==> config.mk <==
export PLATFORM = sky130hd
export DESIGN_NAME = irq_status_ctrl
export DESIGN_NICKNAME = d
export VERILOG_FILES = /design/src/rtl/irq_pkg.sv /design/src/rtl/irq_size_check.sv /design/src/rtl/irq_sticky_bank.sv /design/src/rtl/irq_status_ctrl.sv
export SDC_FILE = /design/constraint.sdc
export NUM_CORES = 1
export LEC_CHECK = 0
export BUFFER_PORTS_ARGS = -buffer_cell sky130_fd_sc_hd__buf_2
export CAP_MARGIN = 30
export CORE_MARGIN = 5
export CORE_UTILIZATION = 59
export DETAILED_ROUTE_END_ITERATION = 8
export GPL_TIMING_DRIVEN = 1
export PLACE_DENSITY_LB_ADDON = 0.08
export SYNTH_ARGS = -nofsm -noshare
export SYNTH_HDL_FRONTEND = slang
export SYNTH_SLANG_ARGS = --single-unit
==> constraint.sdc <==
create_clock -name clk -period 3.85 [get_ports clk]
set_clock_uncertainty 0.05 [all_clocks]
set_input_delay 0.77 -clock clk [delete_from_list [all_inputs] [get_ports clk]]
set_output_delay 0.77 -clock clk [all_outputs]
set_load 0.02 [all_outputs]
==> src/rtl/irq_pkg.sv <==
package irq_pkg;
  localparam int DATA_W   = 32;
  localparam int RSV_W    = 15;                 // reserved low bits
  localparam int NSTAT    = DATA_W - RSV_W;     // implemented status bits
  localparam int OFF_STAT = 'h0;
  localparam int OFF_ENA  = 'h4;
  localparam int OFF_LEN  = 'h8;
  localparam int BIT_SIZE = 25;                 // size-error status bit
  localparam logic [DATA_W-1:0] STAT_RST = 32'h01D0_0000;

  // number of whole words needed to carry len bytes, 2**lg bytes per word
  function automatic logic [31:0] ceil_words(input logic [31:0] len,
                                             input int unsigned lg);
    logic [31:0] pad;
    pad = (32'd1 << lg) - 32'd1;
    return (len + pad) >> lg;
  endfunction
endpackage

==> src/rtl/irq_size_check.sv <==
module irq_size_check #(
  parameter int LEN_W = 16,
  parameter int WB_LG = 2
) (
  input  logic             clk,
  input  logic             rst_n,
  input  logic             word_wr,
  input  logic             len_wr,
  input  logic [LEN_W-1:0] len_val,
  output logic             size_err
);
  import irq_pkg::*;

  logic [LEN_W:0] cnt_q;
  logic [LEN_W:0] cnt_now;
  logic [31:0]    words_exp;
  logic           len_mismatch;

  assign cnt_now      = cnt_q + {{LEN_W{1'b0}}, word_wr};
  assign words_exp    = ceil_words(32'(len_val), WB_LG);
  assign len_mismatch = 32'(cnt_now) != words_exp;
  assign size_err     = len_wr && len_mismatch;

  always_ff @(posedge clk) begin
    if (!rst_n)       cnt_q <= '0;
    else if (len_wr)  cnt_q <= '0;
    else if (word_wr) cnt_q <= cnt_now;
  end

  // an error pulse only ever comes with a length write
  a_r9_err_on_len_write: assert property (@(posedge clk) disable iff (!rst_n)
    size_err |-> len_wr);
  // the word count starts afresh after each length write
  a_r9_count_restarts: assert property (@(posedge clk) disable iff (!rst_n)
    len_wr |=> cnt_q == '0);
endmodule

==> src/rtl/irq_sticky_bank.sv <==
module irq_sticky_bank #(
  parameter int                N   = 17,
  parameter logic [N-1:0]      RST = '0
) (
  input  logic         clk,
  input  logic         rst_n,
  input  logic [N-1:0] set,
  input  logic [N-1:0] clr,
  output logic [N-1:0] stat
);
  for (genvar i = 0; i < N; i++) begin : g_bit
    always_ff @(posedge clk) begin
      if (!rst_n)      stat[i] <= RST[i];
      else if (set[i]) stat[i] <= 1'b1;
      else if (clr[i]) stat[i] <= 1'b0;
    end

    // a set bit stays set unless cleared
    a_r1_sticky: assert property (@(posedge clk) disable iff (!rst_n)
      (stat[i] && !clr[i]) |=> stat[i]);
    // an event is never lost to a simultaneous clear
    a_r4_set_wins: assert property (@(posedge clk) disable iff (!rst_n)
      set[i] |=> stat[i]);
    // a clear with no event empties the bit
    a_r2_w1c: assert property (@(posedge clk) disable iff (!rst_n)
      (clr[i] && !set[i]) |=> !stat[i]);
    // a bit that is 0 does not rise without an event
    a_r2_no_spurious_set: assert property (@(posedge clk) disable iff (!rst_n)
      (!stat[i] && !set[i]) |=> !stat[i]);
  end
endmodule

==> src/rtl/irq_status_ctrl.sv <==
module irq_status_ctrl #(
  parameter int ADDR_W     = 4,
  parameter int LEN_W      = 16,
  parameter int WORD_BYTES = 4
) (
  input  logic                      clk,
  input  logic                      rst_n,
  input  logic [16:0]               evt_i,
  input  logic                      tx_word,
  input  logic [ADDR_W-1:0]         addr,
  input  logic [irq_pkg::DATA_W-1:0] wdata,
  input  logic                      we,
  input  logic                      re,
  output logic [irq_pkg::DATA_W-1:0] rdata,
  output logic                      irq
);
  import irq_pkg::*;

  localparam int WB_LG  = $clog2(WORD_BYTES);
  localparam int SZ_IDX = BIT_SIZE - RSV_W;
  localparam logic [NSTAT-1:0] BANK_RST = STAT_RST[DATA_W-1:RSV_W];

  logic             sel_stat, sel_ena, sel_len;
  logic             len_wr, size_err;
  logic [NSTAT-1:0] ev_set, ev_clr, stat, ena_q;
  logic [DATA_W-1:0] stat_word, ena_word;

  assign sel_stat = addr == ADDR_W'(OFF_STAT);
  assign sel_ena  = addr == ADDR_W'(OFF_ENA);
  assign sel_len  = addr == ADDR_W'(OFF_LEN);
  assign len_wr   = we && sel_len;

  irq_size_check #(.LEN_W(LEN_W), .WB_LG(WB_LG)) u_size (
    .clk(clk), .rst_n(rst_n), .word_wr(tx_word), .len_wr(len_wr),
    .len_val(wdata[LEN_W-1:0]), .size_err(size_err)
  );

  assign ev_set = evt_i | (NSTAT'(size_err) << SZ_IDX);
  assign ev_clr = (we && sel_stat) ? wdata[DATA_W-1:RSV_W] : '0;

  irq_sticky_bank #(.N(NSTAT), .RST(BANK_RST)) u_bank (
    .clk(clk), .rst_n(rst_n), .set(ev_set), .clr(ev_clr), .stat(stat)
  );

  always_ff @(posedge clk) begin
    if (!rst_n)             ena_q <= '0;
    else if (we && sel_ena) ena_q <= wdata[DATA_W-1:RSV_W];
  end

  assign stat_word = {stat, {RSV_W{1'b0}}};
  assign ena_word  = {ena_q, {RSV_W{1'b0}}};
  assign irq       = |(stat & ena_q);

  always_ff @(posedge clk) begin
    if (!rst_n) rdata <= '0;
    else if (re) begin
      if (sel_stat)     rdata <= stat_word;
      else if (sel_ena) rdata <= ena_word;
      else              rdata <= '0;
    end
  end

  // reserved bits read zero after any status read
  a_r6_reserved_zero: assert property (@(posedge clk) disable iff (!rst_n)
    $past(re) |-> rdata[RSV_W-1:0] == '0);
  // rdata is only updated by a read
  a_r10_rdata_hold: assert property (@(posedge clk) disable iff (!rst_n)
    !re |=> $stable(rdata));
  // a size mismatch always lands in its status bit
  a_r9_size_bit: assert property (@(posedge clk) disable iff (!rst_n)
    size_err |=> stat[SZ_IDX]);
endmodule

== Word level (Yosys, flattened, before mapping) ==
Cells that the tools add are included.
Storage, ports and cells
  register bits: 83
  word-level logic and storage cells: 81
Cells by class
  mux-type cells: 29
  equality and inequality tests: 3
  bitwise operators: 3
  add/sub/neg operators: 2
  reduce and logical (&&, ||, !) cells: 24
Operator list (count)
  $mux W32: 2
  $ne A17 B30 Y1: 1
  $mux W1: 26
  $reduce_bool A2 Y1: 13
  $add A16 B2 Y17 const B: 1
  $add A17 B1 Y17: 1
  $and A17 B17 Y17: 1
  $mux W17: 1
  $or A17 B11 Y17: 1
  $reduce_or A17 Y1: 1
  $reduce_or A2 Y1: 5
  $eq A4 B3 Y1 const B: 1
  $eq A4 B4 Y1 const B: 1
  $logic_and A1 B1 Y1: 4
  $logic_not A4 Y1: 1
  $not A1 Y1: 1

== Logic depth before layout (Yosys ltp) ==
Gate-level depths: netlist of run 1.
  depth after elaboration: 5
  depth in mapped cells: 9
  mapped depth without buffers: 9

== Modules after synthesis ==
Synthesis of run 1 repeated with hierarchy kept, for this count alone.
Second synthesis, totals
  cells, all modules: 465
  area, all modules: 3871.2 um2
By module, submodules not included
  irq_status_ctrl: area an instance 1680.4 um2, times used 1, seq. area each 680.7 um2, cells an instance 202
  irq_size_check: area an instance 1585.3 um2, times used 1, seq. area each 340.3 um2, cells an instance 210
  irq_sticky_bank: area an instance 605.6 um2, times used 1, seq. area each 340.3 um2, cells an instance 53

== Worst setup path before layout of run 1 ==
Ideal clock, no wire load.
  kind: input port to flip-flop
  from: in tx_word
  to: reg u_bank.stat[10]
  buffers on the path: 0
  arrival time: 2.571 ns
  setup slack: 1.110 ns
  data required time: 3.680 ns
  stages on the path: 9
  cell sequence: ha_1 > ha_1 > nand3_2 > nor4_2 > xnor2_1 > nor4b_1 > a211o_1 > nand4_1 > o31a_1
Between the ends
  longest elaborated chain between the ends: 5
RTL lines
  start: declaration: line irq_status_ctrl.sv:9  | input logic tx_word,
  $add A17 B1 Y17 *: line irq_size_check.sv:19  | assign cnt_now = cnt_q + {{LEN_W{1'b0}}, word_wr};
  $ne A17 B30 Y1 *: line irq_size_check.sv:21  | assign len_mismatch = 32'(cnt_now) != words_exp;
  $logic_and A1 B1 Y1 *: line irq_size_check.sv:22  | assign size_err = len_wr && len_mismatch;
  $or A17 B11 Y17 *: line irq_status_ctrl.sv:38  | assign ev_set = evt_i | (NSTAT'(size_err) << SZ_IDX);
  $mux W1 or $reduce_bool A2 Y1 (tied branches)
  end signal: indexed assignment: line irq_sticky_bank.sv:13  | if (!rst_n) stat[i] <= RST[i];
  end: declaration: line irq_sticky_bank.sv:9  | output logic [N-1:0] stat
Mark *: on every way between the ends. The rest lies on a longest branch, timed or not.
A chain may end at the register's enable or synchronous reset.

== Worst setup path after layout of run 1 ==
Same ends and word-level chain as after synthesis.

==> results of run 1 <==
cell usage in the layout, fill, tap and decap left out, drive strengths merged, types with 4 or more instances in the layout:
master  count
a21boi     34
nand2b     17
xor2       21
or3         7
xnor2      14
buf        79
o211ai      4
conb       15
and3        6
clkbuf     11
inv         6
mux2       17
nor2b      14
a22oi       9
nand2      76
nor2       24
a21oi      17
nand3b      5
nand3      28
nand4      13
a211oi      4
nor4        6
dfxtp      68
o21ai       8
nor3        7
worst register-to-register path, stage by stage (launching register included):
cell and delay [ns]:
sky130_fd_sc_hd__dfxtp_1 0.33, sky130_fd_sc_hd__ha_1 0.21, sky130_fd_sc_hd__ha_1 0.26, sky130_fd_sc_hd__nand3_2 0.28, sky130_fd_sc_hd__o21ai_0 0.45, sky130_fd_sc_hd__o211ai_1 0.16
sky130_fd_sc_hd__a22oi_1 0.19, sky130_fd_sc_hd__and4_1 0.22, sky130_fd_sc_hd__nand4_1 0.09, sky130_fd_sc_hd__o31a_1 0.29
final cells by class:
class                      count  area share
multi-input combinational    383       0.540
clock inverter                 5      0.0179
timing repair buffer          79      0.0880
clock buffer                  11      0.0329
inverter                       5     0.00407
tap                           80      0.0217
sequential                    68       0.295
worst max-delay path by stage:
stage,end,slack [ns],cells after the start
2_1_floorplan,u_bank.stat[10]$_SDFFE_PN0P_,1.11,9
3_3_place_gp,u_bank.stat[10]$_SDFFE_PN0P_,0.83,10
3_5_place_dp,u_bank.stat[10]$_SDFFE_PN0P_,0.71,10
4_1_cts,u_bank.stat[10]$_SDFFE_PN0P_,1.08,10
5_1_grt,u_bank.stat[10]$_SDFFE_PN0P_,0.85,10
6_report,u_bank.stat[10]$_SDFFE_PN0P_,1.02,10
where the power goes:
group	total, mW	switching, mW	internal [mW]
combinational	0.176	0.100	0.0758
clock	0.681	0.279	0.402
sequential	0.730	0.0122	0.718
sequential cells by signal, indices dropped and copies added, names as in the netlist:
name and flops:
ena_q 17, rdata 17, u_bank.stat 17, u_size.cnt_q 17
per-layer routing:
| layer | wire length [µm] | part of all wire | track usage |
|---|---|---|---|
| met5 | 0 | 0 | 0 |
| met4 | 90 | 0.0093 | 0.0562 |
| met3 | 531 | 0.055 | 0.0577 |
| met2 | 4670 | 0.48 | 0.385 |
| met1 | 4410 | 0.45 | 0.300 |
per-stage QoR:
stage / std cells / cell area [µm²] / hold slack [ns] / total power [mW] / util
2_1_floorplan: 501 / 4110 / 0.402 / 0.864 / -
3_3_place_gp: 615 / 4370 / 0.413 / 0.918 / 0.647
3_5_place_dp: 615 / 4370 / 0.420 / 0.921 / 0.647
4_1_cts: 631 / 4610 / 0.433 / 1.60 / 0.682
5_1_grt: 631 / 4610 / 0.459 / 1.65 / 0.682
6_report: 631 / 4610 / 0.430 / 1.59 / 0.682
logic make-up (layout without fill, tap and decap cells):
family,Yosys count,count (layout),share of synthesized area
compound gates,95,95,0.170
simple gates,215,215,0.287
flops,68,68,0.336
xor+xnor,36,36,0.0812
other cells,1,15,0.000925
buf+inv,50,100,0.0642
fa+ha+maj,3,3,0.00895
mux,19,19,0.0522
==> metrics.md, run 1 <==
| Metric | Value |
|---|---|
| Sequential-to-total area share from yosys stat | `0.336` |
| Worst setup path startpoint | `tx_word` |
| Iter 0 DRT Violations | `226` |
| Fin Setup TNS | `0 ns` |
| Most numerous cell in the Yosys netlist | `sky130_fd_sc_hd__nand2_1` |
| Number of inserted diodes | `0` |
| Clock network latency to the later pin of the worst-skew pair | `0.34 ns` |
| Share of flip-flops with an asynchronous set or reset after synthesis | `0` |
| Count of clock tree sinks | `68` |
| CTS H-tree depth | `3` |
| Maximum number of pins on one net before global-route repair | `53` |
| Height of the chip | `92.9 µm` |
| Multi-input logic area | `0.00249 mm²` |
| Global-route wire length before repair | `16.2 mm` |
| Final estimated routing congestion in global placement | `0.834` |
| Die area | `0.00863 mm²` |
| Worst max-slew margin expressed relative to the limit | `0.519` |
| Grt ovf | `0` |
| Sequential Area | `0.00136 mm²` |
| Count of unresolved DRC violations after routing | `0` |
| Period utilization | `0.735` |
| Critical Path Max Stage Delay | `0.45 ns` |
| Total track usage | `0.231` |
| WL/cell | `15.4 µm` |
| Initial antenna violation count | `0` |
| Ordered list of cells on the worst path | `buf_2, ha_1, ha_1, nand3_2, o21ai_0, o211ai_1, a22oi_1, and4_1, nand4_1, o31a_1` |
| Core region area | `0.00676 mm²` |
| Number of buffers created by CTS | `9` |
| Fraction of synthesized cell area taken by the top area cell type | `0.336` |
| Post-Synthesis Cell Area | `0.00405 mm²` |
| Number of warnings reported in the yosys synthesis log | `0` |
| Gate family responsible for the most delay along the worst path | `compound AO/OA/AOI/OAI gates` |
| Peak supply drop | `0.000206 V` |
| Power Density | `345 mW/mm²` |
| Clock tree from TritonCTS | `built` |
| Cell mode on critical path | `sky130_fd_sc_hd__ha_1` |
| Clock tree buffer depth | `2` |
| # rows | `30` |
| Required time of the critical path | `4.03 ns` |
| Highest fanout seen on the critical path | `10` |
| Cell type with the highest aggregate area in the netlist | `sky130_fd_sc_hd__dfxtp_1` |
| Final period demand of the worst path | `2.83 ns` |
| Count of filler cells inserted in the layout | `587` |
| Post-Route WL | `9.71 mm` |
| Slowest cell on the critical path | `sky130_fd_sc_hd__o21ai_0` |
| Dominant synthesized flop cell | `sky130_fd_sc_hd__dfxtp_1` |
| Buffer count from post-CTS setup fixing | `0` |
| Reg2reg end | `u_bank.stat[10]$_SDFFE_PN0P_` |
| Total of buffers placed on input and output ports | `75` |
| Slew of the pin with the lowest slew margin | `0.719 ns` |
| Beginning of the worst register-to-register path | `u_size.cnt_q[0]$_SDFFE_PP0P_` |
| Number of max-slew violations in the final report | `0` |
| Count of endpoints failing setup in the final report | `0` |
| Cts-stage hold buffer count | `0` |
| Num ports | `91` |
| Horizontal die dimension | `92.9 µm` |
| Avg Synthesized Cell Area | `8.32 µm²` |
| Leading post-synthesis cells by instance count | `sky130_fd_sc_hd__nand2_1, sky130_fd_sc_hd__dfxtp_1, sky130_fd_sc_hd__a21boi_0` |
| Critical setup path kind | `input pin to flip-flop` |
| Maximum Capacitance Violations | `0` |
| Clock-pin transition on the worst setup and hold timing paths | `0.08 ns` |
| Worst slack at placement | `0.707 ns` |
| Launch instance of the worst min-delay path | `rdata[24]$_SDFFE_PN0P_` |
| Cell depth of the worst hold path | `2` |
| Effective utilization at floorplan | `0.600` |
| Post_cts resized | `0` |
| DR vias | `3,614` |
| Hold path endpoint | `rdata[24]$_SDFFE_PN0P_` |
| Cell leakage power | `1.80 nW` |
| Cell count after synthesis | `487` |
| Highest attainable clock frequency | `354 MHz` |
| Cell at the root of the clock tree | `sky130_fd_sc_hd__clkbuf_8` |
| Critical path buffer and inverter count | `1` |
| Register-to-register path setup slack | `1.21 ns` |
| Startpoint kind of the worst setup timing path | `input pin` |
| Number of cells on the worst reg-to-reg path | `9` |
| Ratio of routed vias to standard cells | `5.73` |
| Worst Setup Slack, final | `1.02 ns` |
| Antenna violation net count after detailed routing | `0` |
| Unrepaired setup endpoints after global routing | `no` |
| Register bit count reported by yosys | `68` |
| Number of unique standard cell types used by synthesis | `61` |
| Number of hold violations in the final report | `0` |
| First-pass detailed-route iteration total | `5` |
| Hold Path Class | `flip-flop to flip-flop` |
| Number of global-route vias before repair | `3,425` |
| Result of the run | `finished clean` |
| Crit path capture type | `flip-flop` |
| Layout overhead on the synthesized area | `13.7%` |
| Hpwl dp | `7.05 mm` |
| Synth area leaders | `sky130_fd_sc_hd__dfxtp_1, sky130_fd_sc_hd__nand2_1, sky130_fd_sc_hd__a21boi_0` |
| Layout cells sized above 1 | `0.227` |
| Final layout net count | `606` |
| EDFF count, synth | `0` |
| Worst path arrival time | `3.01 ns` |
(Power assumes the default switching activity.)
==> inputs of run 2 (changes only) <==
- CORE_UTILIZATION: 59 -> 55
- clock period: 3.85 -> 2.8 ns (I/O delays scaled with it)
==> metrics.md, run 2 (synthesis results as in run 1) <==
| Metric | Value |
|---|---|
| Cts-stage hold buffer count | `0` |
| Ratio of routed vias to standard cells | `5.50` |
| Slew of the pin with the lowest slew margin | `0.682 ns` |
| Critical setup path kind | `flip-flop to flip-flop` |
| Num ports | `91` |
| Worst hold margin | `0.347 ns` |
| Most frequent standard cell in the layout excluding fill and tap cells | `sky130_fd_sc_hd__nand2_1` |
| Share of total power in combinational logic | `0.110` |
| Worst slack at placement | `0.0473 ns` |
| Peak supply drop | `0.000306 V` |
| Horizontal die dimension | `95.8 µm` |
| Cell leakage power | `1.85 nW` |
| Maximum number of pins on one net before global-route repair | `35` |
| Initial antenna violation count | `0` |
| Power Density | `474 mW/mm²` |
| Launch instance of the worst min-delay path | `evt_i[8]` |
| Number of global-route vias before repair | `3,453` |
| Grt ovf | `0` |
| Count of clock tree sinks | `68` |
| Fin Setup TNS | `0 ns` |
| Power share of the sequential group | `0.450` |
| Total of buffers placed on input and output ports | `75` |
| Total track usage | `0.221` |
| Count of unresolved DRC violations after routing | `0` |
| Net switching power | `0.544 mW` |
| Reg2reg end | `u_bank.stat[10]$_SDFFE_PN0P_` |
| WL/cell | `14.9 µm` |
| Count of endpoints failing setup in the final report | `0` |
| Unrepaired setup endpoints after global routing | `no` |
| Worst max-slew margin expressed relative to the limit | `0.539` |
| Slowest cell on the critical path | `sky130_fd_sc_hd__o21ai_0` |
| Worst path arrival time | `2.63 ns` |
| Final estimated routing congestion in global placement | `0.886` |
| Top library cells by usage in the layout, fill and taps aside | `sky130_fd_sc_hd__nand2_1, sky130_fd_sc_hd__buf_2, sky130_fd_sc_hd__dfxtp_1, sky130_fd_sc_hd__a21boi_0, sky130_fd_sc_hd__nand3_1` |
| Global-route wire length before repair | `16.0 mm` |
| Effective utilization at floorplan | `0.562` |
| Clock tree buffer depth | `2` |
| Layout cells sized above 1 | `0.239` |
| Hpwl dp | `7.14 mm` |
| Cell mode on critical path | `sky130_fd_sc_hd__a211oi_1` |
| Cell at the root of the clock tree | `sky130_fd_sc_hd__clkbuf_8` |
| Startpoint kind of the worst setup timing path | `flip-flop` |
| Hold path endpoint | `u_bank.stat[8]$_SDFFE_PP1P_` |
| Beginning of the worst register-to-register path | `u_size.cnt_q[0]$_SDFFE_PP0P_` |
| Number of buffers created by CTS | `9` |
| Period utilization | `0.871` |
| # rows | `31` |
| Die area | `0.00919 mm²` |
| Buffer count from post-CTS setup fixing | `0` |
| CTS H-tree depth | `3` |
| Clk network pwr share | `0.440` |
| Share of the core filled with cells in the final layout | `0.653` |
| Maximum Capacitance Violations | `0` |
| Net Sw Frac | `0.244` |
| Highest fanout seen on the critical path | `7` |
| Final layout net count | `616` |
| Number of cells on the worst reg-to-reg path | `9` |
| Layout overhead on the synthesized area | `16.3%` |
| Register-to-register path setup slack | `0.36 ns` |
| Clock-pin transition on the worst setup and hold timing paths | `0.08 ns` |
| Hold Path Class | `input pin to flip-flop` |
| Antenna violation net count after detailed routing | `0` |
| Ordered list of cells on the worst path | `ha_1, buf_4, nand4_2, o21ai_0, a211oi_1, nand3b_1, a211oi_1, nand4_1, o31a_1` |
| Number of max-slew violations in the final report | `0` |
| Post-Route WL | `9.83 mm` |
| Critical Path Max Stage Delay | `0.41 ns` |
| Highest attainable clock frequency | `410 MHz` |
| DR vias | `3,630` |
| Cell depth of the worst hold path | `2` |
| First-pass detailed-route iteration total | `5` |
| Crit path capture type | `flip-flop` |
| Number of inserted diodes | `0` |
| Core region area | `0.00721 mm²` |
| Clock network latency to the later pin of the worst-skew pair | `0.34 ns` |
| Iter 0 DRT Violations | `167` |
| Result of the run | `finished clean` |
| Worst Setup Slack, final | `0.362 ns` |
| Required time of the critical path | `2.99 ns` |
| Post_cts resized | `0` |
| Internal Pwr Total | `1.69 mW` |
| Total power consumption of the routed design | `2.23 mW` |
| Clock tree from TritonCTS | `built` |
| Final period demand of the worst path | `2.44 ns` |
| Height of the chip | `95.8 µm` |
| Number of hold violations in the final report | `0` |
[run 2: cell count changes in the layout (fill, tap and decap cells not counted)]
cell | before | now
sky130_fd_sc_hd__clkbuf_8 | 11 | 9
sky130_fd_sc_hd__bufinv_16 | 2 | 3
sky130_fd_sc_hd__clkinv_4 | 1 | 2
sky130_fd_sc_hd__buf_4 | 4 | 14
sky130_fd_sc_hd__clkbuf_1 | 0 | 1
sky130_fd_sc_hd__inv_6 | 1 | 0
[run 2: metrics by stage]
stage               cells  instance area, µm²
detailed placement    644                4470
floorplan             501                4110
finish                660                4710
global route          660                4710
global placement      644                4470
CTS                   660                4710
[run 2: layout make-up]
| type | count | area [µm²] |
|---|---|---|
| clock buffers | 10 | 128 |
| clock inverters | 6 | 113 |
| fillers | 625 | 2500 |
| well taps | 99 | 124 |
| inverters | 5 | 18.8 |
| flip-flops and latches | 68 | 1360 |
| repair buffers | 89 | 480 |
| multi-input cells | 383 | 2490 |
[run 2: power by group through the flow]
stage	Combinational [mW]	Sequential, mW	Clock, mW
final	0.247	1.00	0.981
after global routing	0.271	1.01	1.04
after CTS	0.246	1.00	1.00
after detailed placement	0.244	1.03	0
after global placement	0.241	1.03	0
after floorplan	0.165	1.02	0
[run 2: how the worst max path moves through the flow]
| stage | from | slack (ns) | to | cells after the start |
|---|---|---|---|---|
| after global routing | u_size.cnt_q[0]$_SDFFE_PP0P_ | 0.17 | u_bank.stat[10]$_SDFFE_PN0P_ | 9 |
| after global placement | tx_word | 0.14 | u_bank.stat[10]$_SDFFE_PN0P_ | 11 |
| after CTS | u_size.cnt_q[0]$_SDFFE_PP0P_ | 0.37 | u_bank.stat[10]$_SDFFE_PN0P_ | 9 |
| final | u_size.cnt_q[0]$_SDFFE_PP0P_ | 0.36 | u_bank.stat[10]$_SDFFE_PN0P_ | 9 |
| after detailed placement | tx_word | 0.05 | u_bank.stat[10]$_SDFFE_PN0P_ | 11 |
| after floorplan | tx_word | 0.27 | u_bank.stat[10]$_SDFFE_PN0P_ | 9 |
[run 2: metal layers]
| metal | share of wire | vias up | wire length, µm | global-route usage |
|---|---|---|---|---|
| li1 | - | 1819 | - | - |
| met1 | 0.47 | 1721 | 4620 | 0.294 |
| met2 | 0.47 | 77 | 4580 | 0.360 |
| met3 | 0.050 | 13 | 496 | 0.0430 |
| met4 | 0.014 | 0 | 135 | 0.0711 |
| met5 | 0 | - | 0 | 0 |
[run 2: worst max-delay path: cells and delay by family, from the launching register on]
family	cells	cell delay, ns
AOI/OAI and AO/OA	4	1.12
and+or+nand+nor	3	0.54
DFF	1	0.33
adders and majority gates	1	0.17
buffers and inverters	1	0.12
==> inputs of run 3 (changes only) <==
- CORE_UTILIZATION: 55 -> 54
- CTS_CLUSTER_DIAMETER: not set -> 120
- SLEW_MARGIN: not set -> 25
- SYNTH_HIERARCHICAL: not set -> 1
==> metrics.md, run 3 <==
| Metric | Value |
|---|---|
| Clock tree from TritonCTS | `built` |
| Count of filler cells inserted in the layout | `579` |
| Number of hold violations in the final report | `0` |
| Power Density | `432 mW/mm²` |
| First-pass detailed-route iteration total | `5` |
| Period utilization | `0.959` |
| Share of flip-flops with an asynchronous set or reset after synthesis | `0` |
| Sequential-to-total area share from yosys stat | `0.352` |
| Slowest cell on the critical path | `sky130_fd_sc_hd__a311o_1` |
| Count of unresolved DRC violations after routing | `0` |
| Crit path capture type | `flip-flop` |
| Clock tree buffer depth | `2` |
| Clock-pin transition on the worst setup and hold timing paths | `0.08 ns` |
| Sequential Area | `0.00137 mm²` |
| Avg Synthesized Cell Area | `8.33 µm²` |
| Worst slack at placement | `-0.270 ns` |
| Final estimated routing congestion in global placement | `0.953` |
| Final period demand of the worst path | `2.69 ns` |
| Cell at the root of the clock tree | `sky130_fd_sc_hd__clkbuf_8` |
| DR vias | `3,727` |
| Number of inserted diodes | `0` |
| Post-placement cell area | `0.00454 mm²` |
| Fraction of the mapped netlist area in adder cells | `0.00646` |
| Complex-gate fraction of the synthesized area | `0.205` |
| Fraction of synthesized cell area taken by the top area cell type | `0.352` |
| Number of buffers created by CTS | `9` |
| Required time of the critical path | `2.99 ns` |
| Total of buffers placed on input and output ports | `75` |
| CTS H-tree depth | `3` |
| Leading post-synthesis cells by instance count | `sky130_fd_sc_hd__dfxtp_1, sky130_fd_sc_hd__nand2_1, sky130_fd_sc_hd__o21ai_0` |
| Most frequent standard cell in the layout excluding fill and tap cells | `sky130_fd_sc_hd__buf_2` |
| Worst Setup Slack, final | `0.114 ns` |
| Peak supply drop | `0.000322 V` |
| Highest attainable clock frequency | `372 MHz` |
| Critical Path Max Stage Delay | `0.33 ns` |
| Slew of the pin with the lowest slew margin | `0.851 ns` |
| Die area | `0.00896 mm²` |
| Global-route wire length before repair | `15.9 mm` |
| Number of warnings reported in the yosys synthesis log | `6` |
| Hpwl dp | `7.34 mm` |
| Initial antenna violation count | `0` |
| Worst path arrival time | `2.88 ns` |
| Top library cells by usage in the layout, fill and taps aside | `sky130_fd_sc_hd__buf_2, sky130_fd_sc_hd__dfxtp_1, sky130_fd_sc_hd__nand2_1, sky130_fd_sc_hd__buf_4, sky130_fd_sc_hd__o21ai_0` |
| Hold Path Class | `input pin to flip-flop` |
| Count of clock tree sinks | `68` |
| Worst max-slew margin expressed relative to the limit | `0.427` |
| Height of the chip | `94.7 µm` |
| Effective utilization at floorplan | `0.564` |
| Most numerous cell in the Yosys netlist | `sky130_fd_sc_hd__dfxtp_1` |
| Cell type with the highest aggregate area in the netlist | `sky130_fd_sc_hd__dfxtp_1` |
| EDFF count, synth | `0` |
| Number of max-slew violations in the final report | `0` |
| Cts-stage hold buffer count | `0` |
| Post-Synthesis Cell Area | `0.00387 mm²` |
| Number of global-route vias before repair | `3,355` |
| Ratio of routed vias to standard cells | `5.55` |
| Multi-input logic area | `0.00237 mm²` |
| Main combinational cell family by area after synthesis | `simple AND/OR/NAND/NOR gates` |
| Post-Route WL | `10.1 mm` |
| Layout cells sized above 1 | `0.277` |
| Grt ovf | `0` |
| Post-layout instance area | `0.00479 mm²` |
| Post-Synth Simple-Gate Area | `0.261` |
| Clock network latency to the later pin of the worst-skew pair | `0.34 ns` |
| Ordered list of cells on the worst path | `buf_2, ha_4, ha_4, and3_4, buf_12, nor3_4, nor2_1, a311o_1, a32oi_2, o211ai_1, a311o_1, or2_4, o21a_1` |
| Critical setup path kind | `input pin to flip-flop` |
| Total track usage | `0.222` |
| Maximum Capacitance Violations | `0` |
| Maximum number of pins on one net before global-route repair | `52` |
| Iter 0 DRT Violations | `218` |
| Final layout net count | `630` |
| Synth Area in XOR/XNOR | `0.0976` |
| WL/cell | `15.0 µm` |
| Layout overhead on the synthesized area | `23.8%` |
| Cell count after synthesis | `465` |
| Dominant synthesized flop cell | `sky130_fd_sc_hd__dfxtp_1` |
| Count of endpoints failing setup in the final report | `0` |
| Antenna violation net count after detailed routing | `0` |
| Horizontal die dimension | `94.7 µm` |
| Register bit count reported by yosys | `68` |
| Highest fanout seen on the critical path | `5` |
| Synth area leaders | `sky130_fd_sc_hd__dfxtp_1, sky130_fd_sc_hd__nand2_1, sky130_fd_sc_hd__xnor2_1` |
| Number of unique standard cell types used by synthesis | `56` |
| Result of the run | `finished clean` |
| Num ports | `91` |
| Startpoint kind of the worst setup timing path | `input pin` |
| Cell leakage power | `1.96 nW` |
| # rows | `30` |
| Core region area | `0.00687 mm²` |
| Multiplexer fraction of the synthesized cell area | `0.00776` |
==> run 3: changes by cell type after synthesis, sizes merged, moves of 12 or more <==
cell    delta
nand2     -20
a21boi    -17
mux2      -17
o21ai     +17
and3      +15
a22oi     +13
o21a      +12
==> run 3: path summary, 6_finish.rpt <==
path         cells past startpoint                      endpoint                          from  slack [ns]
min                              2   u_bank/stat[5]$_SDFFE_PP1P_                      evt_i[5]        0.35
min reg2reg                      2        ena_q[12]$_SDFFE_PN0P_        ena_q[12]$_SDFFE_PN0P_        0.42
max                             13  u_bank/stat[10]$_SDFFE_PN0P_                       tx_word        0.11
max reg2reg                     12  u_bank/stat[10]$_SDFFE_PN0P_  u_size/cnt_q[0]$_SDFFE_PP0P_        0.12
==> run 3: logic make-up (layout without fill, tap and decap cells) <==
| group | count (synthesis) | count (layout) |
|---|---|---|
| AND/OR/NAND/NOR | 187 | 187 |
| XOR/XNOR | 40 | 40 |
| adder cells (fa/ha/maj) | 2 | 2 |
| buffers and inverters | 46 | 142 |
| other | 1 | 15 |
| AO/OA/AOI/OAI | 118 | 118 |
| flip-flops | 68 | 68 |
| multiplexers | 3 | 3 |
==> run 3: metrics by stage <==
step	util	cells	setup TNS, ns	power, mW	hold slack [ns]
6_report	0.698	671	0	2.07	0.348
3_5_place_dp	0.662	652	-0.270	1.33	0.414
3_3_place_gp	0.662	652	-0.199	1.33	0.407
4_1_cts	0.689	668	0	2.08	0.340
2_1_floorplan	-	479	-0.108	1.22	0.397
5_1_grt	0.698	671	-0.0101	2.15	0.351
==> run 3: area by class of cell <==
cell class | count | area share
Timing Repair Buffer | 121 | 0.153
Sequential cell | 68 | 0.285
Clock buffer | 10 | 0.0287
Clock inverter | 6 | 0.00992
Inverter | 5 | 0.00392
Tap cell | 96 | 0.0251
Multi-Input combinational cell | 365 | 0.495
==> run 3: power breakdown <==
part	switching (mW)	internal, mW	leakage (nW)
Combinational	0.169	0.131	1.32
Sequential	0.0215	0.998	0.557
Clock	0.400	0.351	0.0815
==> run 3: routing by layer <==
metal,GRT usage,part of all wire
met3,0.0518,0.083
met5,0,0
met4,0.0529,0.0079
met2,0.332,0.44
met1,0.323,0.47
==> run 3: repair_timing <==
| item | in CTS | in global routing |
|---|---|---|
| endpoints found under the setup margin | 0 | 1 |
| resized for setup | 0 | 6 |
| buffers inserted | 0 | 3 |
==> run 3: critical path, delay by kind of cell <==
kind	cells	cell delay, ns
compound gates	5	1.08
fa+ha+maj	2	0.35
buf+inv	2	0.24
simple gates	4	0.63
